### src/rtl/fpadd_pkg.sv
package fpadd_pkg;

   // result source selected by the special-case decoder
   typedef enum logic [2:0] {
      SRC_ZERO  = 3'd0,
      SRC_A     = 3'd1,
      SRC_B     = 3'd2,
      SRC_LEAD  = 3'd3,
      SRC_ARITH = 3'd4
   } fpadd_src_e;

endpackage

### src/rtl/fpadd_order.sv
module fpadd_order #(
   parameter int EXP_W  = 8,
   parameter int FRAC_W = 23
) (
   input  logic [EXP_W+FRAC_W:0] in_a,
   input  logic [EXP_W+FRAC_W:0] in_b,
   output logic [EXP_W+FRAC_W:0] lead,
   output logic [EXP_W+FRAC_W:0] trail
);
   localparam int MAG_W = EXP_W + FRAC_W;

   logic a_first;

   always_comb begin
      a_first = (in_a[MAG_W-1:0] >= in_b[MAG_W-1:0]);
      lead    = a_first ? in_a : in_b;
      trail   = a_first ? in_b : in_a;
   end

   always_comb begin
      p_lead_ge_trail_r3: assert (lead[MAG_W-1:0] >= trail[MAG_W-1:0])
         else $error("R3: trailing magnitude exceeds leading magnitude");
   end

endmodule

### src/rtl/fpadd_align.sv
module fpadd_align #(
   parameter int SIG_W  = 24,
   parameter int CNT_W  = 5,
   parameter bit BARREL = 1'b1
) (
   input  logic [SIG_W-1:0] sig_in,
   input  logic [CNT_W-1:0] amount,
   output logic [SIG_W-1:0] sig_out
);

   generate
      if (BARREL) begin : g_barrel
         logic [SIG_W-1:0] stage [0:CNT_W];
         assign stage[0] = sig_in;
         for (genvar k = 0; k < CNT_W; k++) begin : g_stage
            assign stage[k+1] = amount[k] ? (stage[k] >> (1 << k)) : stage[k];
         end
         assign sig_out = stage[CNT_W];
      end else begin : g_plain
         assign sig_out = sig_in >> amount;
      end
   endgenerate

   always_comb begin
      p_shift_shrinks_r4: assert (sig_out <= sig_in)
         else $error("R4: aligned significand grew");
      p_zero_shift_r4: assert ((amount != '0) || (sig_out == sig_in))
         else $error("R4: zero shift altered significand");
   end

endmodule

### src/rtl/fpadd_lzc.sv
module fpadd_lzc #(
   parameter int SIG_W = 24,
   parameter int CNT_W = 5
) (
   input  logic [SIG_W-1:0] value,
   output logic [CNT_W-1:0] zeros
);

   // priority encoder: the highest set bit wins because it is visited last
   always_comb begin
      zeros = CNT_W'(SIG_W);
      for (int i = 0; i < SIG_W; i++) begin
         if (value[i]) zeros = CNT_W'(SIG_W - 1 - i);
      end
   end

   always_comb begin
      p_count_hits_one_r6: assert ((value == '0) || (((value << zeros) >> (SIG_W - 1)) == SIG_W'(1)))
         else $error("R6: leading-zero count does not reach the leading one");
   end

endmodule

### src/rtl/fpadd_norm.sv
module fpadd_norm #(
   parameter int EXP_W  = 8,
   parameter int FRAC_W = 23,
   parameter int CNT_W  = 5
) (
   input  logic                  subtract,
   input  logic                  res_sign,
   input  logic [EXP_W-1:0]      lead_exp,
   input  logic [FRAC_W:0]       lead_sig,
   input  logic [FRAC_W:0]       trail_sig,
   output logic [EXP_W+FRAC_W:0] result
);
   localparam int SIG_W = FRAC_W + 1;
   localparam int EXPX  = EXP_W + 1;
   localparam logic [EXP_W-1:0] EXP_ALL = '1;
   localparam logic [EXP_W-1:0] EXP_TOP = EXP_ALL - EXP_W'(1);

   logic [SIG_W:0]   add_v;
   logic [SIG_W:0]   twos_v;
   logic [SIG_W-1:0] mag;
   logic [SIG_W-1:0] shl;
   logic [CNT_W-1:0] lz;
   logic [EXPX-1:0]  exp_up;
   logic [EXP_W-1:0] exp_dn;

   fpadd_lzc #(.SIG_W(SIG_W), .CNT_W(CNT_W)) u_lzc (
      .value (mag),
      .zeros (lz)
   );

   always_comb begin
      add_v  = {1'b0, lead_sig} + {1'b0, trail_sig};
      twos_v = {1'b0, lead_sig} + {1'b0, ~trail_sig} + (SIG_W+1)'(1);
      // carry set: difference is already positive; otherwise negate it
      mag    = twos_v[SIG_W] ? twos_v[SIG_W-1:0] : (~twos_v[SIG_W-1:0] + SIG_W'(1));
      shl    = mag << lz;
      exp_up = {1'b0, lead_exp} + EXPX'(1);
      exp_dn = lead_exp - EXP_W'(lz);

      if (!subtract) begin
         if (add_v[SIG_W]) begin
            if (exp_up[EXP_W] || (exp_up[EXP_W-1:0] == EXP_ALL))
               result = {res_sign, EXP_TOP, {FRAC_W{1'b1}}};
            else
               result = {res_sign, exp_up[EXP_W-1:0], add_v[FRAC_W:1]};
         end else begin
            result = {res_sign, lead_exp, add_v[FRAC_W-1:0]};
         end
      end else if (mag == '0) begin
         result = '0;
      end else if (EXPX'(lz) >= {1'b0, lead_exp}) begin
         result = '0;
      end else begin
         result = {res_sign, exp_dn, shl[FRAC_W-1:0]};
      end
   end

   always_comb begin
      p_norm_lead_one_r6: assert (!subtract || (mag == '0) || shl[SIG_W-1])
         else $error("R6: normalised difference lacks leading one");
      p_add_keeps_one_r5: assert (subtract || !lead_sig[SIG_W-1] || add_v[SIG_W] || add_v[SIG_W-1])
         else $error("R5: sum lost its leading one");
   end

endmodule

### src/rtl/fpadd_core.sv
module fpadd_core #(
   parameter int EXP_W        = 8,
   parameter int FRAC_W       = 23,
   parameter bit BARREL_ALIGN = 1'b1
) (
   input  logic [EXP_W+FRAC_W:0] opa,
   input  logic [EXP_W+FRAC_W:0] opb,
   output logic [EXP_W+FRAC_W:0] sum
);
   import fpadd_pkg::*;

   localparam int W     = 1 + EXP_W + FRAC_W;
   localparam int SIG_W = FRAC_W + 1;
   localparam int CNT_W = $clog2(SIG_W + 1);
   localparam logic [EXP_W-1:0] EXP_ALL = '1;

   generate
      if (EXP_W < 3 || FRAC_W < 2 || CNT_W > EXP_W || SIG_W >= (1 << EXP_W)) begin : g_bad_params
         $error("fpadd_core: unsupported EXP_W/FRAC_W combination");
      end
   endgenerate

   logic [W-1:0]     lead, trail;
   logic [EXP_W-1:0] exp_diff;
   logic [SIG_W-1:0] lead_sig, trail_sig, trail_al;
   logic [CNT_W-1:0] shamt;
   logic             a_zero_exp, b_zero_exp, subtract;
   logic [W-1:0]     arith;
   fpadd_src_e       src;

   fpadd_order #(.EXP_W(EXP_W), .FRAC_W(FRAC_W)) u_order (
      .in_a  (opa),
      .in_b  (opb),
      .lead  (lead),
      .trail (trail)
   );

   always_comb begin
      a_zero_exp = (opa[W-2:FRAC_W] == '0);
      b_zero_exp = (opb[W-2:FRAC_W] == '0);
      exp_diff   = lead[W-2:FRAC_W] - trail[W-2:FRAC_W];
      lead_sig   = {(lead[W-2:FRAC_W]  != '0), lead[FRAC_W-1:0]};
      trail_sig  = {(trail[W-2:FRAC_W] != '0), trail[FRAC_W-1:0]};
      shamt      = exp_diff[CNT_W-1:0];
      subtract   = lead[W-1] ^ trail[W-1];

      if (a_zero_exp && b_zero_exp)        src = SRC_ZERO;
      else if (b_zero_exp)                 src = SRC_A;
      else if (a_zero_exp)                 src = SRC_B;
      else if (exp_diff >= EXP_W'(SIG_W))  src = SRC_LEAD;
      else                                 src = SRC_ARITH;
   end

   fpadd_align #(.SIG_W(SIG_W), .CNT_W(CNT_W), .BARREL(BARREL_ALIGN)) u_align (
      .sig_in  (trail_sig),
      .amount  (shamt),
      .sig_out (trail_al)
   );

   fpadd_norm #(.EXP_W(EXP_W), .FRAC_W(FRAC_W), .CNT_W(CNT_W)) u_norm (
      .subtract  (subtract),
      .res_sign  (lead[W-1]),
      .lead_exp  (lead[W-2:FRAC_W]),
      .lead_sig  (lead_sig),
      .trail_sig (trail_al),
      .result    (arith)
   );

   always_comb begin
      unique case (src)
         SRC_ZERO:  sum = '0;
         SRC_A:     sum = opa;
         SRC_B:     sum = opb;
         SRC_LEAD:  sum = lead;
         default:   sum = arith;
      endcase
   end

   always_comb begin
      p_pass_other_r1: assert (!(a_zero_exp ^ b_zero_exp) || (sum == (a_zero_exp ? opb : opa)))
         else $error("R1: single zero-exponent operand not passed through");
      p_both_zero_r2: assert (!(a_zero_exp && b_zero_exp) || (sum == '0))
         else $error("R2: zero-exponent pair did not give zero");
      p_no_max_exp_r8: assert ((opa[W-2:FRAC_W] == EXP_ALL) || (opb[W-2:FRAC_W] == EXP_ALL)
                               || (sum[W-2:FRAC_W] != EXP_ALL))
         else $error("R8: result exponent reached all ones");
      p_zero_exp_word_r9: assert ((sum[W-2:FRAC_W] != '0) || (sum == '0))
         else $error("R9: zero exponent with nonzero word");
      p_like_sign_r7: assert ((opa[W-1] != opb[W-1]) || a_zero_exp || b_zero_exp || (sum[W-1] == opa[W-1]))
         else $error("R7: like-sign result changed sign");
   end

endmodule

### config.mk
export PLATFORM = sky130hd
export DESIGN_NAME = fpadd_core
export DESIGN_NICKNAME = d
export VERILOG_FILES = /design/src/rtl/fpadd_pkg.sv /design/src/rtl/fpadd_order.sv /design/src/rtl/fpadd_align.sv /design/src/rtl/fpadd_lzc.sv /design/src/rtl/fpadd_norm.sv /design/src/rtl/fpadd_core.sv
export SDC_FILE = /design/constraint.sdc
export NUM_CORES = 1
export LEC_CHECK = 0
export ABC_AREA = 0
export CAP_MARGIN = 10
export CORE_UTILIZATION = 60
export DETAILED_ROUTE_END_ITERATION = 10
export PLACE_DENSITY_LB_ADDON = 0.25
export SLEW_MARGIN = 20
export SYNTH_ARGS = -nofsm -noshare
export SYNTH_HDL_FRONTEND = slang
export SYNTH_HIERARCHICAL = 1
export SYNTH_SLANG_ARGS = --single-unit
### constraint.sdc
create_clock -name vclk -period 16.8
set_input_delay 1.68 -clock vclk [all_inputs]
set_output_delay 1.68 -clock vclk [all_outputs]
set_load 0.05 [all_outputs]
==> results.txt <==
DIE WIDTH: 142 um
Post-route DRC: 0
Setup violations, final: 0
Relative slew slack: 42.1%
Max Freq: 0.0624 GHz
Crit path capture type: primary output
Commonest non-fill, non-tap cell in the layout: nand2_1
Fin crit period: 16.04 ns
Resized cells post-CTS: 0
Crit path top cell by count: inv_1
WP data required: 15.12 ns
Worst setup SP type: input port
Crit-path max FO: 39
1st-pass router iterations: 5
Layout clock buffer count: 0
Nets: 1721
WP data arrival: 14.36 ns
Final instance area: 12500 um2
Largest family of logic cells by synthesized area: compound AO/OA/AOI/OAI gates
Post-CTS setup repair buffer count: 0
Hold Fails Final Rpt: 0
Hold crit path type: in2out
Multiplexer share of the synthesized area: 23.8%
Utilization after layout: 65.8%
RSZ-0062 raised after global routing: false
Mapped Nets: 1701
Routability Congestion: 1.03
Finished Layout Cells: 1817
Worst Hold Path Cells: 5
CP max-delay cell: a2bb2oi_1
Setup TNS: 0 ns
Post-Synth Simple-Gate Area: 21.6%
First-pass GRT wire length: 61900 um
WS Path Type: in2out
Gr ovfl total: 0
Register area: 0 um2
Worst-Margin Slew: 0.862 ns
Max_cap viols: 0
Largest net degree at the start of global routing: 53
Via/cell ratio: 6.88
Die Y: 142 um
Sequential fraction of the synthesis area: 0%
GRT Total Usage: 39.0%
Commonest non-fill, non-tap cells in the layout: 142 x nand2_1, 126 x nor2_1, 110 x a21oi_1
Vias in the first global route: 11285
ANT nets after route: 0
Cell area after synthesis: 11700 um2
Fill cell count: 1694
Syn_area_per_cell: 7.63 um2
Initial antenna violation count: 0
Synth area leader: mux2_4
Placed cells: 1817
Synth warnings: 6
Cells after Synth: 1539
Fraction of layout cells with a size suffix above 1: 17.1%
Post-synth top area share: 11.5%
HPWL Detailed: 32800 um
Area Overhead vs Synth: 6.21%
Fin crit share: 95.5%
Drt total wl: 40500 um
Slew Limit Fails: 0
Placed inst area: 12500 um2
Compound-cell area share of the yosys netlist: 28.8%
Worst path max stage delay: 0.70 ns
Rows: 50
FFs & Latches: 0
Multi-input combinational cell area: 10700 um2
Vias: 12497
CORE AREA: 19000 um2
DR iter-0 viols: 1084
PortBufs: 96
Initial Util: 61.9%
Diodes inserted: 0
Top Ports: 96
Hold-fix buffers, CTS: 0
Status: completed
Die footprint: 20100 um2
WL/cell: 22.3 um
Top cells by area, synth: mux2_4 12%, ha_1 10%, mux2i_1 4.9%
Synth Area in Adders: 10.7%
XOR/XNOR share of the synthesized area: 5.77%
Post-synth cell types: 119
-- worst max-delay path: cells and delay by family --
| kind | cells | cell delay (ns) |
|---|---|---|
| AND/OR/NAND/NOR | 9 | 2.33 |
| buffers and inverters | 9 | 2.07 |
| XOR/XNOR | 3 | 0.86 |
| AO/OA/AOI/OAI | 18 | 5.26 |
| adder cells (fa/ha/maj) | 4 | 1.41 |
| multiplexers | 2 | 0.69 |
-- kinds of logic (layout without fill, tap and decap cells) --
group,Yosys count,after routing
AO/OA/AOI/OAI,464,464
XOR/XNOR,73,73
adder cells (fa/ha/maj),98,98
buffers and inverters,207,225
multiplexers,197,197
AND/OR/NAND/NOR,500,500
-- path summary, 6_finish.rpt --
kind	from	to	slack [ns]
min	opa[16]	sum[16]	4.41
max	opb[6]	sum[13]	0.76
-- layout make-up --
type | count | share of cell area (%)
timing repair buffer | 117 | 8.37
multi-input combinational | 1332 | 85.8
inverter | 108 | 3.25
tap | 260 | 2.61
-- metal layers --
layer / wire [um] / vias up / share of wire (%) / global-route usage [%]
met5: 0 / - / 0 / 0
met4: 2700 / 0 / 6.6 / 22.6
met3: 3280 / 112 / 8.1 / 4.69
met2: 17800 / 658 / 44 / 62.3
met1: 16800 / 5895 / 41 / 50.7
li1: - / 5832 / - / -
-- stage by stage --
step           setup slack, ns  hold slack [ns]
6_report                 0.762             4.41
5_1_grt                  0.329             4.47
4_1_cts                   1.14             4.42
3_5_place_dp              1.19             4.40
3_3_place_gp              1.32             4.39
2_1_floorplan             3.46             3.68
-- synth_stat cells, types with 34 or more instances --
| library cell | n |
|---|---|
| a21oi_1 | 110 |
| mux2i_1 | 58 |
| mux2_4 | 90 |
| inv_1 | 102 |
| nor3_1 | 34 |
| o21ai_0 | 85 |
| nand2_1 | 142 |
| clkbuf_1 | 34 |
| nor2_1 | 127 |
| ha_1 | 94 |
| xnor2_1 | 54 |
| nand3_1 | 41 |
Power is not shown: default switching activity piles up to over one toggle a cycle in this logic, so the estimate is an artifact.
